==> src/rtl/pwm_pair_pkg.sv <==
package pwm_pair_pkg;

    // Number of output channels in one module (even + odd)
    localparam int unsigned NUM_CH = 2;
    // Width of the register select field
    localparam int unsigned SEL_W  = 2;

    // Register select codes on the write port
    typedef enum logic [SEL_W-1:0] {
        SEL_DUTY_EVEN = 2'd0,
        SEL_DUTY_ODD  = 2'd1,
        SEL_PERIOD    = 2'd2,
        SEL_UNUSED    = 2'd3
    } reg_sel_e;

endpackage

==> src/rtl/pwm_regs.sv <==
// Software-visible duty and period registers.
module pwm_regs
    import pwm_pair_pkg::*;
#(
    parameter int unsigned CW = 8
) (
    input  logic                         clk,
    input  logic                         rst_n,
    input  logic                         wr_en,
    input  logic [SEL_W-1:0]             wr_sel,
    input  logic [CW-1:0]                wr_data,
    output logic [NUM_CH-1:0][CW-1:0]    duty_o,
    output logic [CW-1:0]                period_o
);

    typedef struct packed {
        logic [NUM_CH-1:0][CW-1:0] duty;
        logic [CW-1:0]             period;
    } regs_t;

    regs_t regs_d, regs_q;

    always_comb begin
        regs_d = regs_q;
        if (wr_en) begin
            unique case (reg_sel_e'(wr_sel))
                SEL_DUTY_EVEN: regs_d.duty[0] = wr_data;
                SEL_DUTY_ODD:  regs_d.duty[1] = wr_data;
                SEL_PERIOD:    regs_d.period  = wr_data;
                default:       regs_d         = regs_q;  // unused select: no effect
            endcase
        end
    end

    always_ff @(posedge clk or negedge rst_n) begin
        if (!rst_n) begin
            regs_q <= '0;
        end else begin
            regs_q <= regs_d;
        end
    end

    assign duty_o   = regs_q.duty;
    assign period_o = regs_q.period;

endmodule

==> src/rtl/pwm_timebase.sv <==
// Shared up counter, reloaded from the period register after all-ones.
module pwm_timebase #(
    parameter int unsigned CW = 8
) (
    input  logic          clk,
    input  logic          rst_n,
    input  logic [CW-1:0] period_i,
    output logic [CW-1:0] cnt_o,
    output logic [CW-1:0] cnt_nxt_o,
    output logic          wrap_o
);

    localparam logic [CW-1:0] CNT_TOP = '1;

    typedef struct packed {
        logic [CW-1:0] cnt;
    } tb_state_t;

    tb_state_t st_d, st_q;
    logic      wrap;

    always_comb begin
        wrap = (st_q.cnt == CNT_TOP);
        st_d = st_q;
        if (wrap) begin
            st_d.cnt = period_i;
        end else begin
            st_d.cnt = st_q.cnt + 1'b1;
        end
    end

    always_ff @(posedge clk or negedge rst_n) begin
        if (!rst_n) begin
            st_q <= '0;
        end else begin
            st_q <= st_d;
        end
    end

    assign cnt_o     = st_q.cnt;
    assign cnt_nxt_o = st_d.cnt;
    assign wrap_o    = wrap;

endmodule

==> src/rtl/pwm_channel.sv <==
// One output channel: shadow buffer, comparator and set/clear output latch.
module pwm_channel #(
    parameter int unsigned CW = 8
) (
    input  logic          clk,
    input  logic          rst_n,
    input  logic          wrap_i,
    input  logic [CW-1:0] cnt_nxt_i,
    input  logic [CW-1:0] duty_i,
    output logic [CW-1:0] dbuf_o,
    output logic          pwm_o
);

    typedef struct packed {
        logic [CW-1:0] dbuf;
        logic          out;
    } ch_state_t;

    ch_state_t ch_d, ch_q;
    logic      set_ok;
    logic      hit;

    always_comb begin
        ch_d = ch_q;
        // At restart: a zero duty, or a duty equal to the reload value,
        // clears in the same clock, so clear wins over set.
        set_ok = (duty_i != '0) && (cnt_nxt_i != duty_i);
        // Mid period: drop the output as the counter arrives at the buffer.
        hit    = (cnt_nxt_i == ch_q.dbuf);
        if (wrap_i) begin
            ch_d.dbuf = duty_i;
            ch_d.out  = set_ok;
        end else if (hit) begin
            ch_d.out  = 1'b0;
        end
    end

    always_ff @(posedge clk or negedge rst_n) begin
        if (!rst_n) begin
            ch_q <= '0;
        end else begin
            ch_q <= ch_d;
        end
    end

    assign dbuf_o = ch_q.dbuf;
    assign pwm_o  = ch_q.out;

endmodule

==> src/rtl/pwm_pair.sv <==
// Two-channel PWM module sharing one counter and one period register.
module pwm_pair
    import pwm_pair_pkg::*;
#(
    parameter int unsigned CW = 8
) (
    input  logic             clk,
    input  logic             rst_n,
    input  logic             wr_en,
    input  logic [SEL_W-1:0] wr_sel,
    input  logic [CW-1:0]    wr_data,
    output logic [CW-1:0]    count_o,
    output logic             pwm_even_o,
    output logic             pwm_odd_o
);

    logic [NUM_CH-1:0][CW-1:0] duty_w;
    logic [NUM_CH-1:0][CW-1:0] dbuf_w;
    logic [NUM_CH-1:0]         pwm_w;
    logic [CW-1:0]             period_w;
    logic [CW-1:0]             cnt_w;
    logic [CW-1:0]             cnt_nxt_w;
    logic                      wrap_w;

    pwm_regs #(.CW(CW)) u_regs (
        .clk      (clk),
        .rst_n    (rst_n),
        .wr_en    (wr_en),
        .wr_sel   (wr_sel),
        .wr_data  (wr_data),
        .duty_o   (duty_w),
        .period_o (period_w)
    );

    pwm_timebase #(.CW(CW)) u_tbase (
        .clk       (clk),
        .rst_n     (rst_n),
        .period_i  (period_w),
        .cnt_o     (cnt_w),
        .cnt_nxt_o (cnt_nxt_w),
        .wrap_o    (wrap_w)
    );

    for (genvar g = 0; g < NUM_CH; g++) begin : g_ch
        pwm_channel #(.CW(CW)) u_ch (
            .clk       (clk),
            .rst_n     (rst_n),
            .wrap_i    (wrap_w),
            .cnt_nxt_i (cnt_nxt_w),
            .duty_i    (duty_w[g]),
            .dbuf_o    (dbuf_w[g]),
            .pwm_o     (pwm_w[g])
        );
    end

    assign count_o    = cnt_w;
    assign pwm_even_o = pwm_w[0];
    assign pwm_odd_o  = pwm_w[1];

endmodule

==> config.mk <==
export PLATFORM = sky130hd
export DESIGN_NAME = pwm_pair
export DESIGN_NICKNAME = d
export VERILOG_FILES = /design/src/rtl/pwm_pair_pkg.sv /design/src/rtl/pwm_regs.sv /design/src/rtl/pwm_timebase.sv /design/src/rtl/pwm_channel.sv /design/src/rtl/pwm_pair.sv
export SDC_FILE = /design/constraint.sdc
export NUM_CORES = 1
export LEC_CHECK = 0
export CAP_MARGIN = 20
export CORE_MARGIN = 2
export CORE_UTILIZATION = 60
export CTS_CLUSTER_SIZE = 12
export DETAILED_ROUTE_END_ITERATION = 10
export HOLD_SLACK_MARGIN = 0.05
export MAX_ROUTING_LAYER = met4
export PLACE_DENSITY = 0.81
export SYNTH_ARGS = -nofsm -noshare
export SYNTH_HDL_FRONTEND = slang
export SYNTH_HIERARCHICAL = 1
export SYNTH_SLANG_ARGS = --single-unit
==> constraint.sdc <==
create_clock -name clk -period 4 [get_ports clk]
set_clock_uncertainty 0.15 [all_clocks]
set_input_delay 1.2 -clock clk [delete_from_list [all_inputs] [get_ports clk]]
set_output_delay 1.2 -clock clk [all_outputs]
set_load 0.01 [all_outputs]
==> After elaboration in Yosys (flattened, before gate mapping) <==
Cells that the tools add are included.
{ "totals": {"wordCells": 31, "ff_bits": 50, "out_inout_bits": 10} }
{ "classes": {"muxes": 5, "reduce_logical": 10, "n_eq_ne": 7, "add_sub_neg": 1} }
{ "ops": {"columns": ["cell", "count"], "rows": [
  ["$eq 8x8->1", 2],
  ["$ne 8x8->1", 2],
  ["$reduce_bool 8->1", 2],
  ["$add 8x1->8 const B", 1],
  ["$eq 8x8->1 const B", 1],
  ["$mux 8", 1],
  ["$reduce_and 2->1", 3],
  ["$mux 1", 4],
  ["$reduce_bool 2->1", 2],
  ["$eq 2x1->1 const B", 1],
  ["$eq 2x2->1 const B", 1],
  ["$logic_and 1x1->1", 2],
  ["$logic_not 2->1", 1]
]} }

==> Depth between registers and ports, before layout <==
{ "depth": {"ltp_word": 5, "ltp_mapped": 9} }

==> By module <==
The synthesis kept the hierarchy.
{ "modules_own_cells": {"columns": ["module", "instances", "seq_area_each_um2", "cells_per_inst", "area_per_inst_um2"], "rows": [
  ["pwm_channel", 2, 225.2, 45, 524.3],
  ["pwm_regs", 1, 600.6, 51, 912.1],
  ["pwm_timebase", 1, 200.2, 41, 409.1]
]} }

==> Worst setup path before layout <==
OpenSTA, ideal clock, no wires.
{ "synth_path": {"kind": "flip-flop to flip-flop", "startpoint": "register u_tbase.st_q, in the netlist u_tbase/cnt_o[0]", "endpoint": "register g_ch[0].u_ch.ch_q, in the netlist g_ch[0].u_ch/pwm_o", "slack_ps": 1649, "path_buffers": 0, "path_stages_with_launch": 9, "period_less_slack_ps": 2351, "arrival_time_ps": 2079, "t_required_ps": 3728, "cell_sequence": "dfrtp_1 -> ha_1 -> nand3_1 -> nor2_4 -> o21ai_0 -> xor2_1 -> nor4_1 -> nand2_1 -> a32o_1"} }
{ "synth_via": {"elab_chain_cells": 5} }
{ "synth_rtl": {"columns": ["item", "line_no", "text"], "rows": [
  ["from (decl)", "pwm_timebase.sv:19", "tb_state_t st_d, st_q;"],
  ["from (signal assigned)", "pwm_timebase.sv:36", "st_q <= st_d;"],
  ["$eq 8x8->1 *", "pwm_timebase.sv:23", "wrap = (st_q.cnt == CNT_TOP);"],
  ["named net wrap_w", "pwm_pair.sv:23", "logic wrap_w;"],
  ["$mux 8 *", "pwm_timebase.sv:25", "if (wrap) begin"],
  ["named net cnt_nxt_w[5]", "pwm_pair.sv:22", "logic [CW-1:0] cnt_nxt_w;"],
  ["$ne 8x8->1", "pwm_channel.sv:27", "set_ok = (duty_i != '0) && (cnt_nxt_i != duty_i);"],
  ["$logic_and 1x1->1", "pwm_channel.sv:27", null],
  ["$mux 1", "pwm_channel.sv:30", "if (wrap_i) begin"],
  ["to (signal assigned)", "pwm_channel.sv:42", "ch_q <= ch_d;"],
  ["to (decl)", "pwm_channel.sv:19", "ch_state_t ch_d, ch_q;"]
]} }
Mark *: on every way through the listed nets, which the timed path passes. The rest lies on a longest branch.
A chain may end at the register's enable or synchronous reset.

==> Worst setup path after layout <==
{ "layout_path": {"startpoint": "register u_tbase.st_q, in the netlist u_tbase/cnt_o[0]", "endpoint": "register g_ch[1].u_ch.ch_q, in the netlist g_ch[1].u_ch/pwm_o"} }
{ "layout_via": {"elab_chain_cells": 5} }
{ "layout_rtl": {"columns": ["item", "line_no"], "rows": [
  ["$eq 8x8->1 *", "pwm_timebase.sv:23"],
  ["named net wrap_w", "pwm_pair.sv:23"],
  ["$mux 8 *", "pwm_timebase.sv:25"],
  ["named net cnt_nxt_w[5]", "pwm_pair.sv:22"],
  ["$ne 8x8->1", "pwm_channel.sv:27"],
  ["$logic_and 1x1->1", "pwm_channel.sv:27"],
  ["$mux 1", "pwm_channel.sv:30"],
  ["to (signal assigned)", "pwm_channel.sv:42"],
  ["to (decl)", "pwm_channel.sv:19"]
]} }
Marks and branches as above.

==> out/results.tsv <==
metric	value	unit
reg2reg setup slack	0.85	ns
Syn Std Cell Area	0.002370	mm2
DRT iter0 DRCs	117	
max incr delay on CP	0.55	ns
HPWL after DPL	3.535	mm
vias in the first global route	1619	
Layout Utilization	0.7451	
Area growth syn-to-layout	16.84	%
CP cell instances	ha_1 -> nand3_1 -> nor2_4 -> o21ai_0 -> xor2_1 -> nor4_1 -> nand2_1 -> a32o_1	
initial core utilization	0.6377	
hold depth	1	
Vias	1521	
Port Buffers	22	
GRT Util Overall	0.2608	
Max IR drop VDD	266.5	uV
# clock sinks	50	
die height	66.85	um
fin. max-slew vios	0	
headroom to the max-slew limit	0.4119	
unique cell type count in the Yosys netlist	24	
Core Region	0.003716	mm2
WL met1	2.031	mm
Placer Congestion	0.9021	
CP Launch Type	flop	
first-pass GRT wire length	8.045	mm
Fin. Hold Viols	0	
synth warn	6	
Clock transition at path regs	0.09	ns
layout cells sized above 1	0.2796	
critical path's slowest cell	nor2_4	
met2 wire len	2.518	mm
Reg2Reg Depth	8	
Die X-Extent	66.85	um
CP endpoint kind	flop	
final cycle utilization of the critical path	0.7871	
leakage	0.001287	uW
I/O Pins	23	
initial antenna violation count	0	
Fin Setup TNS	0	ns
hold_buf cts	0	
Min-Delay Path Class	reg2reg	
Reg-to-Reg Start	u_tbase/cnt_o[0]	
commonest non-fill, non-tap cell in the layout	dfrtp_1	
met3 routed WL	246	um
fmax	317.6	MHz
total wire length	4.876	mm
Clock Tree Root	clkbuf_8	
# Post-CTS Setup Buffers	0	
die area	0.004468	mm2
outcome	finished, final reports clean	
Residual DRC	0	
diode count	0	
min Tclk post-route	3.148	ns
Syn Inst Count	182	
most frequent cells in the layout	dfrtp_1 (50), mux2_2 (40), xor2_1 (33), clkdlybuf4s50_1 (21), nor4_1 (12)	
total chip power	1066	uW
Post-CTS Resized	0	
hold_ws	0.3676	ns
drt first pass iters	4	
Least-Margin Pin Slew	0.8730	ns
synthesized area per cell	13.02	um2
CTS tree	built	
H-tree depth	2	
Post-Syn Nets	196	
CP Data Arrival Time	3.20	ns
non-filler cells in the finished layout	259	
largest net degree at the start of global routing	51	
Antenna Violating Nets Remaining	0	
max cap viols	0	
RR Endpoint	g_ch[1].u_ch/pwm_o	
Crit Path Max Fanout	25	
final setup fails	0	
Worst Path Required	4.05	ns
CTS Buf Count	5	
Core Rows	22	
hold path start	u_regs/period_o[3]	
Crit Path Class	reg2reg	
sequential-to-total area share from yosys stat	0.5280	
Top Layer Used	met4	
routed len/inst	18.83	um
Avg Vias per Cell	5.873	
# nets final	224	
clk_lat worst skew	0.31	ns
grt ovf	0	
CTS Buffer Depth	2	
Cells after DPL	250	
unrepaired setup endpoints after global routing	false	
Power per Cell Area	384.9	mW/mm2
Worst Hold End	u_regs/period_o[3]	
Seq cells post-synth	50	
## final cells by class
type	count	area [um2]
Sequential cell	50	1251
Multi-Input combinational cell	128	1101
Fill cell	261	947.2
Timing Repair Buffer	23	235.2
Clock buffer	5	68.82
Tap cell	48	60.06
Clock inverter	3	45.04
Inverter	2	7.507
## power by group
part | internal [uW] | total (uW) | switching (uW)
clock network | 186 | 358 | 172
logic | 64.7 | 108 | 43.5
registers | 551 | 600 | 49.1
## worst max-delay path: cells and delay by family (launching register included)
family	cells	cell delay, ns
XOR/XNOR	1	0.25
AO/OA/AOI/OAI	2	0.74
AND/OR/NAND/NOR	4	1.26
flip-flops	1	0.41
adder cells (fa/ha/maj)	1	0.23
## cell usage after synthesis, drive strengths merged
library cell | n | area (um2)
xor2 | 33 | 289.0
o21ai | 3 | 15.01
nor3b | 1 | 18.77
buf | 2 | 10.01
nand3b | 2 | 22.52
mux2 | 41 | 465.4
nand2 | 10 | 37.54
nor4 | 12 | 75.07
nand3 | 2 | 15.01
nand4 | 1 | 12.51
and2 | 1 | 8.760
mux2i | 1 | 10.01
a21oi | 8 | 40.04
ha | 1 | 12.51
and4 | 1 | 10.01
xnor2 | 1 | 8.760
inv | 2 | 7.510
a31oi | 1 | 6.260
nor2 | 7 | 33.78
dfrtp | 50 | 1251
a32o | 2 | 20.02
## sequential cells by signal, indices dropped and copies added (netlist names)
signal	flops
u_regs/duty_o	16
u_regs/period_o	8
u_tbase/cnt_o	8
g_ch.u_ch/dbuf_o	16
g_ch.u_ch/pwm_o	2
## per-stage QoR
stage	area (um2)	setup WS, ns
global placement	2635	0.9759
detailed placement	2635	0.8866
finish	2769	0.8515
global route	2769	0.6148
CTS	2749	0.8647
floorplan	2370	1.649
## layer usage
layer | global-route usage | vias to the layer above
li1 | - | 708
met1 | 0.3181 | 766
met2 | 0.4238 | 38
met3 | 0.06757 | 9
met4 | 0.08929 | 0
met5 | - | -
## cell families (layout without fill, tap and decap cells)
kind of cell / Yosys count / in the layout / synth area share
buffers and inverters: 4 / 33 / 0.007393
muxes: 42 / 42 / 0.2006
and+or+nand+nor: 37 / 37 / 0.09873
adders and majority gates: 1 / 1 / 0.005279
xor gates and xnor gates: 34 / 34 / 0.1257
AOI/OAI and AO/OA: 14 / 14 / 0.03432
DFF: 50 / 50 / 0.5280
## worst max-delay path by stage
stage                               to  cells after the start             start
finish              g_ch[1].u_ch/pwm_o                      8  u_tbase/cnt_o[0]
global route        g_ch[1].u_ch/pwm_o                      8  u_tbase/cnt_o[0]
floorplan           g_ch[0].u_ch/pwm_o                      8  u_tbase/cnt_o[0]
CTS                 g_ch[1].u_ch/pwm_o                      8  u_tbase/cnt_o[0]
detailed placement  g_ch[1].u_ch/pwm_o                      8  u_tbase/cnt_o[0]
global placement    g_ch[1].u_ch/pwm_o                      8  u_tbase/cnt_o[0]
No activity file was read; power rests on OpenSTA's default activity.
